==> config.mk <==
export PLATFORM = sky130hd
export DESIGN_NAME = wbx_engine
export DESIGN_NICKNAME = d
export VERILOG_FILES = /design/src/rtl/wbx_pkg.sv /design/src/rtl/wbx_cmd_decode.sv /design/src/rtl/wbx_ctrl.sv /design/src/rtl/wbx_engine.sv
export SDC_FILE = /design/constraint.sdc
export NUM_CORES = 1
export LEC_CHECK = 0
export BUFFER_PORTS_ARGS = -buffer_cell sky130_fd_sc_hd__clkbuf_2
export CAP_MARGIN = 10
export CORE_AREA = 3 3 423 425
export CTS_BUF_LIST = sky130_fd_sc_hd__clkbuf_8
export DETAILED_ROUTE_END_ITERATION = 8
export DIE_AREA = 0 0 426 428
export GPL_TIMING_DRIVEN = 1
export PLACE_DENSITY = 0.3
export SLEW_MARGIN = 20
export SYNTH_ARGS = -nofsm -noshare
export SYNTH_HDL_FRONTEND = slang
export SYNTH_SLANG_ARGS = --single-unit
==> constraint.sdc <==
create_clock -name clk -period 2.5 [get_ports clk]
set_input_delay 0.25 -clock clk [delete_from_list [all_inputs] [get_ports clk]]
set_output_delay 0.25 -clock clk [all_outputs]
set_load 0.03 [all_outputs]
==> src/rtl/wbx_pkg.sv <==
package wbx_pkg;
    typedef enum logic {
        WBX_HUB2AUX = 1'b0,
        WBX_AUX2HUB = 1'b1
    } wbx_dir_e;
endpackage

==> src/rtl/wbx_cmd_decode.sv <==
module wbx_cmd_decode #(
    parameter int HUB_AW  = 18,
    parameter int OFF_W   = 5,
    parameter int START_W = 3,
    parameter int CNT_W   = 5,
    parameter int IDX_W   = 5
) (
    input  logic [HUB_AW-1:0]       addr_i,
    input  logic [START_W-1:0]      blk_i,
    input  logic [CNT_W-1:0]        cnt_i,
    output logic [HUB_AW-OFF_W-1:0] base_o,
    output logic [IDX_W-1:0]        idx0_o,
    output logic [CNT_W:0]          count_o
);
    // byte offset inside a block is dropped; the block number carries on
    assign base_o  = addr_i[HUB_AW-1:OFF_W];
    assign idx0_o  = IDX_W'(blk_i);
    // a zero count stands for the full 2**CNT_W blocks
    assign count_o = (cnt_i == '0) ? {1'b1, {CNT_W{1'b0}}} : {1'b0, cnt_i};
endmodule

==> src/rtl/wbx_ctrl.sv <==
module wbx_ctrl
    import wbx_pkg::*;
#(
    parameter int BA_W  = 13,
    parameter int IDX_W = 5,
    parameter int REM_W = 6
) (
    input  logic             clk,
    input  logic             rst_n,
    input  logic             start_i,
    input  wbx_dir_e         dir_i,
    input  logic             hold_i,
    input  logic [BA_W-1:0]  base_i,
    input  logic [IDX_W-1:0] idx0_i,
    input  logic [REM_W-1:0] count_i,
    input  logic             gnt_i,
    output logic             busy_o,
    output wbx_dir_e         dir_o,
    output logic             hold_o,
    output logic [BA_W-1:0]  blk_o,
    output logic [IDX_W-1:0] idx_o
);
    typedef struct packed {
        logic             busy;
        wbx_dir_e         dir;
        logic             hold;
        logic [BA_W-1:0]  blk;
        logic [IDX_W-1:0] idx;
        logic [REM_W-1:0] rem;
    } st_t;

    st_t s_d, s_q;

    always_comb begin
        s_d = s_q;
        if (start_i) begin
            s_d.busy = 1'b1;
            s_d.dir  = dir_i;
            s_d.hold = hold_i;
            s_d.blk  = base_i;
            s_d.idx  = idx0_i;
            s_d.rem  = count_i;
        end else if (s_q.busy && gnt_i) begin
            // index width equals log2(blocks): natural wrap 31 -> 0
            s_d.blk = s_q.blk + 1'b1;
            s_d.idx = s_q.idx + 1'b1;
            s_d.rem = s_q.rem - 1'b1;
            if (s_q.rem == REM_W'(1)) begin
                s_d.busy = 1'b0;
                s_d.hold = 1'b0;
            end
        end
    end

    always_ff @(posedge clk) begin
        if (!rst_n) s_q <= '0;
        else        s_q <= s_d;
    end

    assign busy_o = s_q.busy;
    assign dir_o  = s_q.dir;
    assign hold_o = s_q.hold;
    assign blk_o  = s_q.blk;
    assign idx_o  = s_q.idx;
endmodule

==> src/rtl/wbx_engine.sv <==
module wbx_engine
    import wbx_pkg::*;
#(
    parameter int LONGS   = 8,
    parameter int LONG_W  = 32,
    parameter int BLOCKS  = 32,
    parameter int HUB_AW  = 18,
    parameter int START_W = 3,
    parameter int CNT_W   = 5,
    localparam int DATA_W = LONGS * LONG_W,
    localparam int IDX_W  = $clog2(BLOCKS),
    localparam int OFF_W  = $clog2(DATA_W / 8),
    localparam int BA_W   = HUB_AW - OFF_W,
    localparam int REM_W  = CNT_W + 1
) (
    input  logic              clk,
    input  logic              rst_n,
    input  logic              cmd_valid,
    input  logic              cmd_dir,
    input  logic              cmd_stall,
    input  logic [HUB_AW-1:0] cmd_addr,
    input  logic [START_W-1:0] cmd_blk,
    input  logic [CNT_W-1:0]  cmd_cnt,
    output logic              busy,
    output logic              core_stall,
    output logic              hub_req,
    input  logic              hub_gnt,
    output logic              hub_we,
    output logic [HUB_AW-1:0] hub_addr,
    output logic [DATA_W-1:0] hub_wdata,
    input  logic [DATA_W-1:0] hub_rdata,
    output logic [IDX_W-1:0]  aux_idx,
    output logic              aux_we,
    output logic [DATA_W-1:0] aux_wdata,
    input  logic [DATA_W-1:0] aux_rdata
);
    logic [BA_W-1:0]  base, blk_cur;
    logic [IDX_W-1:0] idx0;
    logic [REM_W-1:0] count;
    logic             start, hold;
    wbx_dir_e         dir_cur;

    wbx_cmd_decode #(
        .HUB_AW(HUB_AW), .OFF_W(OFF_W), .START_W(START_W),
        .CNT_W(CNT_W), .IDX_W(IDX_W)
    ) u_dec (
        .addr_i(cmd_addr), .blk_i(cmd_blk), .cnt_i(cmd_cnt),
        .base_o(base), .idx0_o(idx0), .count_o(count)
    );

    assign start = cmd_valid & ~busy;

    wbx_ctrl #(.BA_W(BA_W), .IDX_W(IDX_W), .REM_W(REM_W)) u_ctrl (
        .clk(clk), .rst_n(rst_n), .start_i(start),
        .dir_i(wbx_dir_e'(cmd_dir)), .hold_i(cmd_stall),
        .base_i(base), .idx0_i(idx0), .count_i(count), .gnt_i(hub_gnt),
        .busy_o(busy), .dir_o(dir_cur), .hold_o(hold),
        .blk_o(blk_cur), .idx_o(aux_idx)
    );

    // wide data passes straight through in the grant cycle
    assign hub_req    = busy;
    assign hub_we     = busy & (dir_cur == WBX_AUX2HUB);
    assign hub_addr   = {blk_cur, {OFF_W{1'b0}}};
    assign hub_wdata  = aux_rdata;
    assign aux_we     = busy & hub_gnt & (dir_cur == WBX_HUB2AUX);
    assign aux_wdata  = hub_rdata;
    assign core_stall = busy & (hold | cmd_valid);
endmodule

==> qor.txt <==
die width - 426 um
Leakage - 0.785 nW
Worst Setup SP - u_ctrl.busy_o$_SDFFE_PN0P_
Worst R2R Setup Slack - 670 ps
clock latency on the worst-skew pair - 340 ps
# rows - 154
Hold Crit Depth - 3
worst r2r src - u_ctrl.busy_o$_SDFFE_PN0P_
Yosys top cell area share - 73.4%
top cells by area, synth - buf_4, dfxtp_1, a21oi_1, nor2_1, ha_1
Seq/Total Area, Yosys - 9.84%
worst slew pin tran - 566 ps
drt total wl - 81000 um
Netlist cell types - 43
Detail Route Antenna Nets - 0
CTS buffer count - 3
H-tree levels - 1
Max Freq - 546 MHz
Ports - 1084
total grt overflow - 0
Clock Tree Root - clkbuf_8
Setup crit start kind - flip-flop
Initial DRC Count - 211
CP required - 2770 ps
ys async rst share - 0%
Avg Inst Size Synth - 7.67 sq um
Max-Cap Viols - 0
Post-CTS Setup Inserts - 0
most frequent cells in the layout - clkbuf_2, dfxtp_1, nor2_1
RD Place Congestion - 0.770
Design Power - 1.12 mW
hold_sp - cmd_dir
worst path arrival time - 2100 ps
PD cells - 237 mW/mm^2
Die Ht - 428 um
endpoints failing setup - 0
Hold WS - 124 ps
Post-synth EDFFs - 0
worst-path fanout max - 13
clock period minus worst slack - 1830 ps
Worst Hold Class - input pin to flip-flop
drt wl/cell - 31.5 um
warning count from the yosys run - 0
initial core utilization - 3.13%
post-synth top area cell - buf_4
final net count - 784
drt pass-1 iters - 4
Slew headroom - 62.5%
Layout Skew - 9.54 ps
CP Class - flip-flop to flip-flop
die area - 0.182 sq mm
IR Drop Worst-Case VDD - 0.171 mV
most common cell after layout, fill and taps aside - clkbuf_2
layout cells sized above 1 - 29.5%
vias per cell - 1.04
largest net degree at the start of global routing - 25
final worst-path cycle share - 73.3%
R2R cell count - 4
clk sinks - 27
CTS tree - done
core box area - 0.176 sq mm
# hold bufs at CTS - 0
vias in the first global route - 2516
status - finished, final reports clean
RSZ-0062 raised after global routing - false
CP endpoint kind - flip-flop
Via Count - 2668
Post-Syn Area - 0.00549 sq mm
first-pass GRT wire length - 86900 um
layout overhead on the synthesized area - -13.9%
Syn Inst Count - 716
Yosys reg bits - 27
Most used DFF post-synth - dfxtp_1
Hold Vio Cnt, Final - 0
Max Buffers Root-to-Sink - 2
port bufs - 49
GRT Util Overall - 8.49%
post-CTS sizing - 0
max-slew violation count - 0
antenna violations before repair - 5
Fin Setup TNS - 0 ps
Residual DRC - 0
clock-pin slew on the worst setup and hold paths - 120 ps
DP HPWL - 77300 um
[critical path: stages, from the launching register on]
cell	delay, ps
dfxtp_1	550
nand2_2	270
buf_4	280
or4_1	520
a31oi_1	140
[power by group]
part	switching [mW]	total, mW	internal (mW)
clock	0.202	0.315	0.114
combinational	0.205	0.299	0.0941
sequential	0.0465	0.506	0.460
total	0.453	1.12	0.668
[synthesized netlist by cell type (3+ instances only)]
cell type	instances
buf_4	537
dfxtp_1	27
nor2_1	18
a21oi_1	17
nand2_1	14
o21ai_0	10
nor4_1	7
a22oi_1	6
a221oi_1	5
clkbuf_1	5
ha_1	5
inv_1	5
nand3_1	5
nand4_1	4
a222oi_1	3
a31oi_1	3
and2_1	3
buf_2	3
mux2_2	3
o21a_1	3
or4_1	3
[sequential cells by signal, summed over array words and instances (netlist names)]
signal         count
u_ctrl.busy_o      1
u_ctrl.s_q         6
u_ctrl.dir_o       1
u_ctrl.hold_o      1
u_ctrl.blk_o      13
u_ctrl.idx_o       5
[worst paths after layout]
check,end
hold reg to reg,u_ctrl.hold_o$_SDFFE_PN0P_
setup / recovery,u_ctrl.blk_o[10]$_SDFFE_PN0P_
setup reg to reg,u_ctrl.blk_o[10]$_SDFFE_PN0P_
hold / removal,u_ctrl.dir_o$_SDFFE_PN0N_
[metrics by stage]
stage	utilization (%)	std cells	setup WS, ps	area [sq um]
3_5_place_dp	2.66	2570	643	4680
2_1_floorplan	-	720	864	5510
5_1_grt	2.69	2575	510	4730
3_3_place_gp	2.66	2570	668	4680
4_1_cts	2.69	2574	560	4730
6_report	2.69	2575	667	4730
[cells by family after synthesis]
logic type,Yosys count,share of synthesized area [%]
other cells,1,0.0683
buf+inv,551,74.5
flops,27,9.84
xor+xnor,3,0.478
compound gates,57,6.72
mux,3,0.615
fa+ha+maj,5,1.14
simple gates,69,6.60
[metal layers]
| metal | GRT usage [%] | part of all wire [%] |
|---|---|---|
| met4 | 2.60 | 2.8 |
| met2 | 13.3 | 45 |
| met1 | 3.09 | 13 |
| met3 | 15.6 | 39 |
| met5 | 0.582 | 0.16 |
[layout make-up]
| type | instances | area (sq um) |
|---|---|---|
| Tap cell | 2340 | 2930 |
| Multi-Input combinational cell | 142 | 882 |
| Sequential cell | 27 | 541 |
| Antenna cell | 1 | 2.50 |
| Clock inverter | 1 | 5.00 |
| Inverter | 5 | 18.8 |
| Timing Repair Buffer | 56 | 310 |
| Clock buffer | 3 | 41.3 |
| Fill cell | 21100 | 171000 |
Note: power is estimated with default switching activity, not from simulation.
